## src/rtl/tif_pkg.sv

```systemverilog
// Package: shared constants and helpers for the timer interrupt flag controller.
// Assumes a byte-wide register bus and four interrupt sources.
package tif_pkg;
    localparam int REG_W    = 8;
    localparam int N_SRC    = 4;
    localparam int SRC_CAP  = 0;
    localparam int SRC_OVF  = 1;
    localparam int SRC_CMPB = 2;
    localparam int SRC_CMPA = 3;

    // Source index to register bit position (shared by flag and enable registers).
    function automatic int src_pos(input int s);
        case (s)
            SRC_CAP:  return 0;
            SRC_OVF:  return 1;
            SRC_CMPB: return 3;
            default:  return 4;
        endcase
    endfunction

    // Mode inputs grouped.
    typedef struct packed {
        logic wide;
        logic capture;
    } tif_mode_t;
endpackage

```

## src/rtl/tif_event_gate.sv

```systemverilog
// Module: tif_event_gate
// Filters raw event pulses by timer mode. Compare A is blocked in capture
// mode, compare B is blocked in wide mode, and the others always pass.
// Assumes events are single-cycle pulses.
module tif_event_gate
    import tif_pkg::*;
#(
    parameter int NS = N_SRC
) (
    input  logic [NS-1:0] evt_i,
    input  tif_mode_t     mode_i,
    output logic [NS-1:0] set_o
);
    for (genvar s = 0; s < NS; s++) begin : g_src
        if (s == SRC_CMPA) begin : g_a
            // compare A: no set while register A serves as capture register
            always_comb set_o[s] = evt_i[s] & ~mode_i.capture;
        end else if (s == SRC_CMPB) begin : g_b
            // compare B: no set while register B is the high byte
            always_comb set_o[s] = evt_i[s] & ~mode_i.wide;
        end else begin : g_pass
            // overflow and capture: no mode suppression
            always_comb set_o[s] = evt_i[s];
        end
    end
endmodule

```

## src/rtl/tif_flag_cell.sv

```systemverilog
// Module: tif_flag_cell
// One interrupt flag bit. The set input has priority over the clear input,
// so that an event arriving in the same cycle as a clear is not lost.
// Synchronous active-low reset.
module tif_flag_cell (
    input  logic clk,
    input  logic rst_n,
    input  logic set_i,
    input  logic clr_i,
    output logic flag_o
);
    // flag update: set beats clear
    always_ff @(posedge clk) begin
        if (!rst_n)     flag_o <= 1'b0;
        else if (set_i) flag_o <= 1'b1;
        else if (clr_i) flag_o <= 1'b0;
    end
endmodule

```

## src/rtl/tif_enable_reg.sv

```systemverilog
// Module: tif_enable_reg
// Per-source enable bits, loaded as a whole on a write strobe.
// Synchronous active-low reset.
module tif_enable_reg #(
    parameter int NS = 4
) (
    input  logic          clk,
    input  logic          rst_n,
    input  logic          wr_i,
    input  logic [NS-1:0] data_i,
    output logic [NS-1:0] en_o
);
    // enable storage
    always_ff @(posedge clk) begin
        if (!rst_n)    en_o <= '0;
        else if (wr_i) en_o <= data_i;
    end
endmodule

```

## src/rtl/tif_ctrl.sv

```systemverilog
// Module: tif_ctrl (top)
// Interrupt flag and enable registers for one timer, with per-source
// requests. Flags are set by mode-gated event pulses and cleared by a
// write-one or a vector acknowledge. Requests are combinational from the
// registers and gie. Assumes wr_data bit positions follow tif_pkg::src_pos.
module tif_ctrl
    import tif_pkg::*;
#(
    parameter int DW = REG_W,
    parameter int NS = N_SRC
) (
    input  logic          clk,
    input  logic          rst_n,
    input  logic          evt_cmpa,
    input  logic          evt_cmpb,
    input  logic          evt_ovf,
    input  logic          evt_cap,
    input  logic          mode_wide,
    input  logic          mode_capture,
    input  logic          wr_en,
    input  logic          wr_sel,
    input  logic [DW-1:0] wr_data,
    input  logic [NS-1:0] ack,
    input  logic          gie,
    output logic [DW-1:0] flag_q,
    output logic [DW-1:0] enable_q,
    output logic [NS-1:0] irq
);
    logic [NS-1:0] evt_vec, set_vec, clr_vec, flag_vec, en_vec, wdat_src;
    tif_mode_t     mode;
    logic          flag_wr, en_wr;

    // gather raw events and modes
    always_comb begin
        evt_vec           = '0;
        evt_vec[SRC_CAP]  = evt_cap;
        evt_vec[SRC_OVF]  = evt_ovf;
        evt_vec[SRC_CMPB] = evt_cmpb;
        evt_vec[SRC_CMPA] = evt_cmpa;
        mode.wide         = mode_wide;
        mode.capture      = mode_capture;
    end

    // decode which register the bus writes
    always_comb begin
        flag_wr = wr_en & ~wr_sel;
        en_wr   = wr_en &  wr_sel;
    end

    tif_event_gate #(.NS(NS)) u_gate (
        .evt_i  (evt_vec),
        .mode_i (mode),
        .set_o  (set_vec)
    );

    for (genvar s = 0; s < NS; s++) begin : g_src
        localparam int P = src_pos(s);
        // pick this source's data bit and build its clear
        always_comb begin
            wdat_src[s] = wr_data[P];
            clr_vec[s]  = (flag_wr & wr_data[P]) | ack[s];
        end

        tif_flag_cell u_flag (
            .clk    (clk),
            .rst_n  (rst_n),
            .set_i  (set_vec[s]),
            .clr_i  (clr_vec[s]),
            .flag_o (flag_vec[s])
        );
    end

    tif_enable_reg #(.NS(NS)) u_en (
        .clk    (clk),
        .rst_n  (rst_n),
        .wr_i   (en_wr),
        .data_i (wdat_src),
        .en_o   (en_vec)
    );

    // scatter per-source state to register layout; unused bits read zero
    always_comb begin
        flag_q   = '0;
        enable_q = '0;
        for (int s = 0; s < NS; s++) begin
            flag_q[src_pos(s)]   = flag_vec[s];
            enable_q[src_pos(s)] = en_vec[s];
        end
    end

    // request generation
    always_comb irq = flag_vec & en_vec & {NS{gie}};
endmodule

```

## config.mk

```make
export PLATFORM = sky130hd
export DESIGN_NAME = tif_ctrl
export DESIGN_NICKNAME = d
export VERILOG_FILES = /design/src/rtl/tif_pkg.sv /design/src/rtl/tif_event_gate.sv /design/src/rtl/tif_flag_cell.sv /design/src/rtl/tif_enable_reg.sv /design/src/rtl/tif_ctrl.sv
export SDC_FILE = /design/constraint.sdc
export NUM_CORES = 1
export LEC_CHECK = 0
export BUFFER_PORTS_ARGS = -buffer_cell sky130_fd_sc_hd__buf_2
export CORE_UTILIZATION = 36
export DETAILED_ROUTE_END_ITERATION = 10
export PLACE_DENSITY_LB_ADDON = 0.2
export SYNTH_ARGS = -nofsm -noshare
export SYNTH_HDL_FRONTEND = slang
export SYNTH_SLANG_ARGS = --single-unit
```

## constraint.sdc

```tcl
create_clock -name clk -period 0.8 [get_ports clk]
set_input_delay 0.08 -clock clk [delete_from_list [all_inputs] [get_ports clk]]
set_output_delay 0.08 -clock clk [all_outputs]
set_load 0.005 [all_outputs]
```

==> impl_metrics.ini <==
[status]
status = finished, violations left
failed_checks = setup timing

[clock_tree]
path_clk_slew_ns = 0.05
cts_sinks = 8
cts_max_path_buffers = 2
cts_buffers = 3
clk_latency_ns = 0.25
cts_tree = yes
root_buffer = clkbuf_4
cts_max_level = 1

[detailed_routing]
wl_mm = 1.024
drc_errors = 0
vias = 473
highest_layer = met4
drt-met1-wl_um = 491
met2_length_um = 435
dr.first_iter.drc_count = 8
routedWlPerCell_um = 10.04
met3_length_um = 88
dr.pass1.iters = 4
viasPerCell = 4.637
ant_nets = 0

[placed_design]
dp_hpwl_um = 712.7
numPortBuffers = 30
gp_congestion = 0.6069
place_ws_ns = 0.01955

[layout]
utilization_pct = 56.25
final_nets = 112
drive_above_1_share_pct = 68.97
synthToLayoutAreaGrowth_pct = 45.16
antenna_cells = 0

[timing]
period_share_pct = 114.1
min_period_ns = 0.9128
setup_slack_ns = -0.1128
slew_violations = 0
skew_ns = 0
setup_violations = 10
rsz0062_at_grt = yes
clock.fmax_ghz = 1.096
finalHoldViolations = 0

[synthesis]
yosys_warnings = 0
yosys.cell_types.count = 17
synth_top_family_by_area = simple AND/OR/NAND/NOR gates
yosysMostFrequentCell = buf_4
yosysTopAreaCellShare_pct = 31.76
synth-edff-count = 0
synth.mux.area_fraction_pct = 0
synth_fa_ha_area_share_pct = 0
netlist_instances = 56
yosysTopAreaCell = dfxtp_1
syn_area_um2 = 504.2
synth_seq_cells = 8
synthXorXnorAreaFrac_pct = 0
synth-compound-area-share_pct = 19.85
yosysSeqAreaShare_pct = 31.76
synthFlopType = dfxtp_1
yosys.area_share.simple_pct = 24.32
synth.avg_cell_area_um2 = 9.004
ys_top_cells_by_count = buf_4, dfxtp_1
synth_async_sr_flop_share_pct = 0
synth_area_leaders = dfxtp_1, buf_4, a21bo_2, and3_1, and4bb_2

[die]
chipWidth_um = 39.43
core_um2 = 1301
io_pins = 43
floorplan.initialDensity_pct = 38.75
die_area_um2 = 1554
chipHeight_um = 39.43
rows = 13

[critical_path]
end_kind = output pin
r2r-end = u_en.en_o[2]$_SDFFE_PN0P_
worst_ep_required_time_ns = 0.72
worstPathMaxFanout = 2
path_cells = and3_1 > buf_2
crit_buf_inv = 1
crit_slowest_cell = dfxtp_2
timing.rr.start = u_en.en_o[2]$_SDFFE_PN0P_
rrSetupSlack_ns = -0.01
critPathArrivalTime_ns = 0.83
crit_family = flip-flops
setup.worst_path.class = reg2out
reg2reg_depth = 3
cp_slowest_stage_delay_ns = 0.32
start_kind = flip-flop

[power]
power_density_nw_per_um2 = 1300
p_leak_nw = 0.3867
ir_drop_v = 0.0005409
power_w = 0.0009515

[min_path]
min_from = ack[2]
worstHoldPathType = in2reg
holdPathStages = 2
holdPathEnd = g_src[2].u_flag.flag_o$_SDFFE_PN0P_

[global_routing]
grt_pass1_vias = 328
grt_usage_pct = 12.71
grt_pass1_wl_mm = 1.235
grt-ovfl-total = 0
grt_max_degree = 13
antenna_found_initial = 0

[run]
drv_cap = 0
[area by class of cell]
cell class,count,area (um2)
Fill cell,129,569.3
Tap cell,15,18.77
Multi-Input combinational cell,38,282.8
Inverter,3,11.26
Clock buffer,3,22.52
Sequential cell,8,170.2
Timing Repair Buffer,35,226.5
[sequential cells by signal, indices dropped and copies added (netlist names)]
register	cells
g_src.u_flag.flag_o	4
u_en.en_o	4
[cell families after synthesis]
| family | count (synthesis) |
|---|---|
| AND/OR/NAND/NOR | 18 |
| buffers and inverters | 17 |
| AO/OA/AOI/OAI | 12 |
| flip-flops | 8 |
| other | 1 |
[what timing repair did]
action,4_1_cts,5_1_grt
setup buffers,4,0
hold buffers,0,0
pin swaps,4,3
setup endpoints to repair,5,14
resized for setup,9,12
[cell usage in the layout, fill, tap and decap left out, drive strengths merged, types with 3 or more instances in the layout]
| cell | netlist | final |
|---|---|---|
| dfxtp | 8 | 8 |
| inv | 3 | 3 |
| nand3 | 4 | 4 |
| conb | 1 | 8 |
| and3 | 4 | 4 |
| buf | 14 | 35 |
| a21bo | 4 | 4 |
| a21oi | 4 | 4 |
| clkbuf | 0 | 3 |
[worst max-delay path by stage]
stage	start	to	slack (ns)	cells past startpoint
3_3_place_gp	wr_sel	g_src[0].u_flag.flag_o$_SDFFE_PN0P_	0.02	3
4_1_cts	g_src[0].u_flag.flag_o$_SDFFE_PN0P_	irq[0]	-0.11	2
6_report	g_src[1].u_flag.flag_o$_SDFFE_PN0P_	irq[1]	-0.11	2
5_1_grt	u_en.en_o[3]$_SDFFE_PN0P_	irq[3]	-0.15	2
2_1_floorplan	u_en.en_o[0]$_SDFFE_PN0P_	u_en.en_o[0]$_SDFFE_PN0P_	0.08	2
3_5_place_dp	wr_sel	g_src[0].u_flag.flag_o$_SDFFE_PN0P_	0.02	3
[metal layers]
metal	track usage, %	vias to the layer above
met3	3.409	2
met5	0	-
met2	17.62	25
met1	14.97	208
li1	-	238
met4	12.93	0
[through the flow]
stage	hold WS [ns]	setup TNS [ns]	cells	instance area [um2]
floorplan	0.1759	0	63	530.5
global placement	0.2813	0	95	600.6
detailed placement	0.2844	0	95	600.6
CTS	0.02108	-0.7604	102	679.4
global route	0.01506	-1.053	102	732.0
finish	0.01371	-0.7153	102	732.0
[where the power goes]
part	switching, W	internal (W)
clock network	0.000133	0.000171
logic	0.0000900	0.000120
registers	0.0000122	0.000425
total	0.000235	0.000717
Power figures use the tool's default switching activity.
